File: src/rtl/requant_pkg.sv
// Shared types for the requantisation pipeline.
// Assumes: activation selector is two bits wide.
package requant_pkg;
    typedef enum logic [1:0] {
        ACT_PASS     = 2'b00,
        ACT_RELU     = 2'b01,
        ACT_LEAKY    = 2'b10,
        ACT_PASS_ALT = 2'b11
    } act_sel_e;

    // Leaky slope is 2^-LEAKY_SH
    localparam int LEAKY_SH = 3;
endpackage

File: src/rtl/rq_bias_stage.sv
// Stage one: sign-extends accumulator and bias and adds them at full
// precision (one extra bit), so the sum cannot wrap.
// Assumes: bias is stable while data is in flight.
module rq_bias_stage #(
    parameter int ACC_W  = 32,
    parameter int BIAS_W = 8,
    localparam int SUM_W = ACC_W + 1
) (
    input  logic                    clk,
    input  logic                    rst_n,
    input  logic                    adv,
    input  logic                    vin,
    input  logic [ACC_W-1:0]        din,
    input  logic [BIAS_W-1:0]       bias,
    output logic                    vout,
    output logic signed [SUM_W-1:0] dout
);
    logic signed [SUM_W-1:0] acc_ext;
    logic signed [SUM_W-1:0] bias_ext;

    // Widen both operands with their sign bits
    always_comb begin
        acc_ext  = SUM_W'($signed(din));
        bias_ext = SUM_W'($signed(bias));
    end

    // Register the sum whenever the pipeline advances
    always_ff @(posedge clk) begin
        if (!rst_n) begin
            vout <= 1'b0;
            dout <= '0;
        end else if (adv) begin
            vout <= vin;
            dout <= acc_ext + bias_ext;
        end
    end
endmodule

File: src/rtl/rq_act_stage.sv
// Stage two: applies the selected activation to the biased value.
// Assumes: mode is stable while data is in flight; 11 behaves as 00.
module rq_act_stage
    import requant_pkg::*;
#(
    parameter int SUM_W = 33
) (
    input  logic                    clk,
    input  logic                    rst_n,
    input  logic                    adv,
    input  logic                    vin,
    input  logic signed [SUM_W-1:0] din,
    input  logic [1:0]              mode,
    output logic                    vout,
    output logic signed [SUM_W-1:0] dout
);
    logic signed [SUM_W-1:0] act_val;
    logic                    is_neg;

    // Select activation result
    always_comb begin
        is_neg = din[SUM_W-1];
        unique case (act_sel_e'(mode))
            ACT_RELU:  act_val = is_neg ? '0 : din;
            ACT_LEAKY: act_val = is_neg ? (din >>> LEAKY_SH) : din;
            default:   act_val = din;
        endcase
    end

    // Register activation output on advance
    always_ff @(posedge clk) begin
        if (!rst_n) begin
            vout <= 1'b0;
            dout <= '0;
        end else if (adv) begin
            vout <= vin;
            dout <= act_val;
        end
    end
endmodule

File: src/rtl/rq_quant_stage.sv
// Stage three: arithmetic right shift by a programmable amount, then
// signed saturation to the output width.
// Assumes: shift amount is stable while data is in flight.
module rq_quant_stage #(
    parameter int SUM_W   = 33,
    parameter int OUT_W   = 8,
    parameter int SHIFT_W = 5
) (
    input  logic                    clk,
    input  logic                    rst_n,
    input  logic                    adv,
    input  logic                    vin,
    input  logic signed [SUM_W-1:0] din,
    input  logic [SHIFT_W-1:0]      shamt,
    output logic                    vout,
    output logic [OUT_W-1:0]        dout
);
    localparam logic signed [SUM_W-1:0] SAT_HI = SUM_W'((64'sd1 <<< (OUT_W - 1)) - 64'sd1);
    localparam logic signed [SUM_W-1:0] SAT_LO = ~SAT_HI;

    logic signed [SUM_W-1:0] shifted;
    logic [OUT_W-1:0]        sat_val;

    // Shift then clamp to the output range
    always_comb begin
        shifted = din >>> shamt;
        if (shifted > SAT_HI)
            sat_val = SAT_HI[OUT_W-1:0];
        else if (shifted < SAT_LO)
            sat_val = SAT_LO[OUT_W-1:0];
        else
            sat_val = shifted[OUT_W-1:0];
    end

    // Register the quantised output on advance
    always_ff @(posedge clk) begin
        if (!rst_n) begin
            vout <= 1'b0;
            dout <= '0;
        end else if (adv) begin
            vout <= vin;
            dout <= sat_val;
        end
    end
endmodule

File: src/rtl/requant_pipe.sv
// Top: three-stage bias / activation / requantisation pipeline with
// valid/ready at both ends. The pipeline moves as a whole: it advances
// when the output slot is free or being taken, otherwise all stages hold.
// Assumes: configuration inputs are static while data is in flight.
module requant_pipe #(
    parameter int ACC_W   = 32,
    parameter int BIAS_W  = 8,
    parameter int OUT_W   = 8,
    parameter int SHIFT_W = 5
) (
    input  logic               clk,
    input  logic               rst_n,
    input  logic               in_valid,
    output logic               in_ready,
    input  logic [ACC_W-1:0]   in_data,
    input  logic [BIAS_W-1:0]  bias,
    input  logic [1:0]         act_mode,
    input  logic [SHIFT_W-1:0] quant_shift,
    output logic               out_valid,
    input  logic               out_ready,
    output logic [OUT_W-1:0]   out_data,
    output logic               empty
);
    localparam int SUM_W = ACC_W + 1;

    logic                    adv;
    logic                    v1, v2;
    logic signed [SUM_W-1:0] d1, d2;

    // Global advance: output slot empty or being consumed
    always_comb begin
        adv      = !out_valid || out_ready;
        in_ready = adv;
        empty    = !(v1 || v2 || out_valid);
    end

    rq_bias_stage #(.ACC_W(ACC_W), .BIAS_W(BIAS_W)) i_bias (
        .clk(clk), .rst_n(rst_n), .adv(adv), .vin(in_valid),
        .din(in_data), .bias(bias), .vout(v1), .dout(d1)
    );

    rq_act_stage #(.SUM_W(SUM_W)) i_act (
        .clk(clk), .rst_n(rst_n), .adv(adv), .vin(v1),
        .din(d1), .mode(act_mode), .vout(v2), .dout(d2)
    );

    rq_quant_stage #(.SUM_W(SUM_W), .OUT_W(OUT_W), .SHIFT_W(SHIFT_W)) i_quant (
        .clk(clk), .rst_n(rst_n), .adv(adv), .vin(v2),
        .din(d2), .shamt(quant_shift), .vout(out_valid), .dout(out_data)
    );
endmodule

File: config.mk
export PLATFORM = sky130hd
export DESIGN_NAME = requant_pipe
export DESIGN_NICKNAME = d
export VERILOG_FILES = /design/src/rtl/requant_pkg.sv /design/src/rtl/rq_bias_stage.sv /design/src/rtl/rq_act_stage.sv /design/src/rtl/rq_quant_stage.sv /design/src/rtl/requant_pipe.sv
export SDC_FILE = /design/constraint.sdc
export NUM_CORES = 1
export LEC_CHECK = 0
export ABC_AREA = 1
export BUFFER_PORTS_ARGS = -buffer_cell sky130_fd_sc_hd__buf_2
export CELL_PAD_IN_SITES_DETAIL_PLACEMENT = 0
export CELL_PAD_IN_SITES_GLOBAL_PLACEMENT = 1
export CORE_ASPECT_RATIO = 1.2
export CORE_MARGIN = 2
export CORE_UTILIZATION = 46
export DETAILED_ROUTE_END_ITERATION = 8
export PLACE_DENSITY_LB_ADDON = 0.15
export SYNTH_ARGS = -nofsm -noshare
export SYNTH_HDL_FRONTEND = slang
export SYNTH_SLANG_ARGS = --single-unit
File: constraint.sdc
create_clock -name clk -period 6.7 [get_ports clk]
set_clock_uncertainty 0.2 [all_clocks]
set_input_delay 1.34 -clock clk [delete_from_list [all_inputs] [get_ports clk]]
set_output_delay 1.34 -clock clk [all_outputs]
set_load 0.01 [all_outputs]
### After elaboration in Yosys (flattened, before gate mapping)

Index checks and enable logic that the tools add are counted.

* $add $sub $neg: 1
* magnitude comparators: 2
* equal/unequal tests: 2
* shift-type cells: 1
* mux-type cells: 5
* reductions and logical operators: 5

Operators by type and width (count)
* $pmux 33 s2: 1
* $add 32x8->33: 1
* $gt 33x8->1 const B: 1
* $lt 33x8->1 const B: 1
* $mux 33: 1
* $sshr 33x5->33: 1
* $mux 32: 1
* $mux 8: 2
* $logic_or 1x1->1: 3
* $eq 2x1->1 const B: 1
* $eq 2x2->1 const B: 1
* $logic_not 1->1: 2

* register bits: 77
* bits of input ports: 51
* output and inout port bits: 11
* word-level logic and storage cells: 22

### Logic depth before layout (Yosys ltp)

* depth after elaboration: 4
* depth in mapped cells: 23
* mapped depth without buffers: 21

### By module

From an unflattened synthesis, not the netlist that was laid out.

* cell total of the unflattened synthesis: 1457
* area, all modules: 7831.3 sq um

Modules (own cells, without submodules)
* rq_bias_stage: instances 1, cells each 714, area each 3818.7 sq um, sequential area each 680.7 sq um
* rq_quant_stage: instances 1, cells each 478, area each 2357.3 sq um, sequential area each 180.2 sq um
* rq_act_stage: instances 1, cells each 260, area each 1634.1 sq um, sequential area each 680.7 sq um
* requant_pipe: instances 1, cells each 5, area each 21.3 sq um, sequential area each 0.0 sq um

### Worst setup path before layout

Ideal clock, no wire load.

* path type: input to output
* start point: input out_ready
* end point: output in_ready
* arrival time: 2.024 ns
* data required time: 5.160 ns
* slack: 3.136 ns
* stages on the path: 4
* buffers on the path: 2
* path through: nor2_1 > inv_1 > clkbuf_1 > clkbuf_1

* cells in the longest elaborated chain, start to end: 1

RTL lines
* start, declared: RTL line requant_pipe.sv:20 `input logic out_ready,`
* $logic_or 1x1->1: RTL line requant_pipe.sv:32 `adv = !out_valid || out_ready;`
* end, declared: RTL line requant_pipe.sv:14 `output logic in_ready,`

No other way between the ends.

### Final worst setup path

Same ends and word-level chain as after synthesis.

==> results.tsv <==
metric	value	unit
status	completed	
antenna_found_initial	0	
setup.worst_path.end_class	output port	
cts.path.max_buffers	2	
yosys_warnings	0	
worstPathMaxFanout	39	
post-place-ws	2.292	ns
tritoncts	built	
async_reset_ff_frac	0	
grt_pass1_wl	33910	microns
first_pass_iters	5	
route.detailed.drc	0	
fin_ws	2.309	ns
gp_congestion	0.9726	
die_area	0.01642	sq mm
antenna-diode-count	0	
required	5.16	ns
cts_made_buffers	9	
max_stage_delay	0.84	ns
tns	0	ns
min_period	4.391	ns
worstPathArrival	2.85	ns
drive_above_1_share	0.08409	
ant_nets	0	
final_nets	1294	
core_area	0.01502	sq mm
power_leakage	3.835	nW
synth.net_count	1284	
wirelength	20240	microns
postCtsSetupBuffers	0	
tightest_slew	1.164	ns
routed_via_density	5.438	
final_area	0.007664	sq mm
slew_viol_final	0	
netlist_top_cells_area	dfxtp_1 (22%), nand2_1 (19%), nand3_1 (15%)	
max_slew_margin	0.2234	
synth_flop_cell	dfxtp_1	
drt_iter0_drc	521	
placed_cell_area	0.007371	sq mm
die_height	140.0	microns
netlist_area	0.007087	sq mm
die_w	117.3	microns
finalCritPeriodShare	0.6554	
hold_violations	0	
route.detailed.wl_per_inst	14.28	microns
clkSinkCount	77	
grtUsageTotal	0.2450	
hold_path_class	reg -> reg	
synthCells	1198	
grt_pass1_vias	6948	
yosysTopAreaCell	dfxtp_1	
cp-start-kind	input pin	
synth-seq-area-share	0.2175	
root_buffer	clkbuf_16	
setup_violations	0	
grt.overflow.total	0	
rsz0062_at_grt	no	
start_util	0.4718	
area_delta_synth_final	8.139	%
cts_hold_buf	0	
htree_num_levels	3	
routed-via-count	7705	
crit_type	in -> out	
grt_max_degree	50	
port_buffers	61	
max_cap_violations	0	
power_density	206.1	mW/mm^2
dp_hpwl	15570	microns
cp_common_cell	buf_2	
fmax	227.7	MHz
final_util	0.5102	
syn_area_per_cell	5.916	sq um
ir_drop	0.1066	mV
top_level_ports	62	
crit_slowest_cell	inv_1	
yosysTopAreaCellShare	0.2175	
clk_pin_slew	0.06	ns
crit_path_cell_trace	buf_2, nor2_4, buf_4, inv_1, buf_2	
synth_edf_count	0	
rows	49	
ys_ff_latch	77	
synth_cell_type_count	41	
cts_resized	0	
power	1.580	mW
clock_latency	0.34	ns
[routing by layer]
metal	track usage	routed length, microns	up-vias
met2	0.4066	9414	171
li1	-	-	4033
met5	0	0	-
met1	0.3222	9474	3465
met3	0.02443	580	36
met4	0.1129	769	0
[synthesized netlist by cell type, types with 3 or more instances]
cell       number
o21a_1          4
nand3_1       211
or2_2           5
clkbuf_1       34
nor3_1          9
o21bai_1        7
o21ai_1         4
xor2_1         14
buf_6           4
nand2_1       361
nand2_2         4
dfxtp_1        77
o21ai_0        47
xnor2_1        10
buf_2          19
a2bb2oi_1       3
a21boi_0        4
nor2_1        103
o211ai_1       26
a32oi_1        26
ha_1           34
a21oi_1        51
a21o_1          6
a31oi_1         7
nor4_1          5
buf_1           6
inv_1          98
[critical path, delay by kind of cell]
family,cells,cell delay [ns]
buffers and inverters,4,1.46
AND/OR/NAND/NOR,1,0.03
[power breakdown]
part	total [mW]	internal [mW]	switching, mW
logic	0.555	0.199	0.356
clock network	0.478	0.288	0.191
registers	0.546	0.512	0.0339
[logic make-up (layout without fill, tap and decap cells)]
family	after synthesis	after routing	synth area share
flip-flops	77	77	0.2175
buffers and inverters	168	183	0.09993
AND/OR/NAND/NOR	707	707	0.4237
adder cells (fa/ha/maj)	35	35	0.06285
AO/OA/AOI/OAI	187	187	0.1663
XOR/XNOR	24	24	0.02966
[state kept, by name (all words and copies together) (netlist names)]
signal and flops:
i_act.dout 33, i_bias.dout 33, i_quant.dout 8, i_act.vout 1
i_bias.vout 1, i_quant.vout 1
[layout by cell type (no fill, tap or decap), types with 4 or more instances in the layout]
cell,netlist,final
o21ai_0,47,47
o21bai_1,7,7
nor3_1,9,9
nand2_1,361,361
or2_2,5,5
nor2_1,103,101
o211ai_1,26,26
nand3_1,211,211
xor2_1,14,14
buf_4,2,4
o21ai_1,4,4
clkbuf_16,0,9
a21oi_1,51,50
o21a_1,4,4
a21o_1,6,6
a21boi_0,4,4
nor4_1,5,5
inv_1,98,98
ha_1,34,34
dfxtp_1,77,77
a32oi_1,26,26
xnor2_1,10,10
a31oi_1,7,7
nand2_2,4,4
buf_2,19,61
[cell type report]
class                   count  area (sq um)
repair buffers             65         335.3
inverters                 102         387.9
clock buffers              10         229.0
well taps                 204         255.2
flip-flops and latches     77          1541
clock inverters             6         63.81
multi-input cells         953          4851
fillers                  1644          7357
[worst paths after layout]
kind | startpoint | endpoint | slack (ns) | depth (start not counted)
worst max-delay path | out_ready | in_ready | 2.31 | 5
worst min-delay path | i_quant.dout[7]$_SDFFE_PN0P_ | i_quant.dout[7]$_SDFFE_PN0P_ | 0.27 | 2
worst max register to register | i_act.dout[32]$_SDFFE_PN0P_ | i_quant.dout[4]$_SDFFE_PN0P_ | 4.07 | 18
worst min register to register | i_quant.dout[7]$_SDFFE_PN0P_ | i_quant.dout[7]$_SDFFE_PN0P_ | 0.27 | 2
[through the flow]
stage	hold WS (ns)	cells
4_1_cts	0.2654	1417
6_report	0.2721	1417
3_5_place_dp	0.2569	1401
5_1_grt	0.3081	1417
2_1_floorplan	0.2297	1198
3_3_place_gp	0.2490	1401
Note: power is estimated with default switching activity, not from simulation.
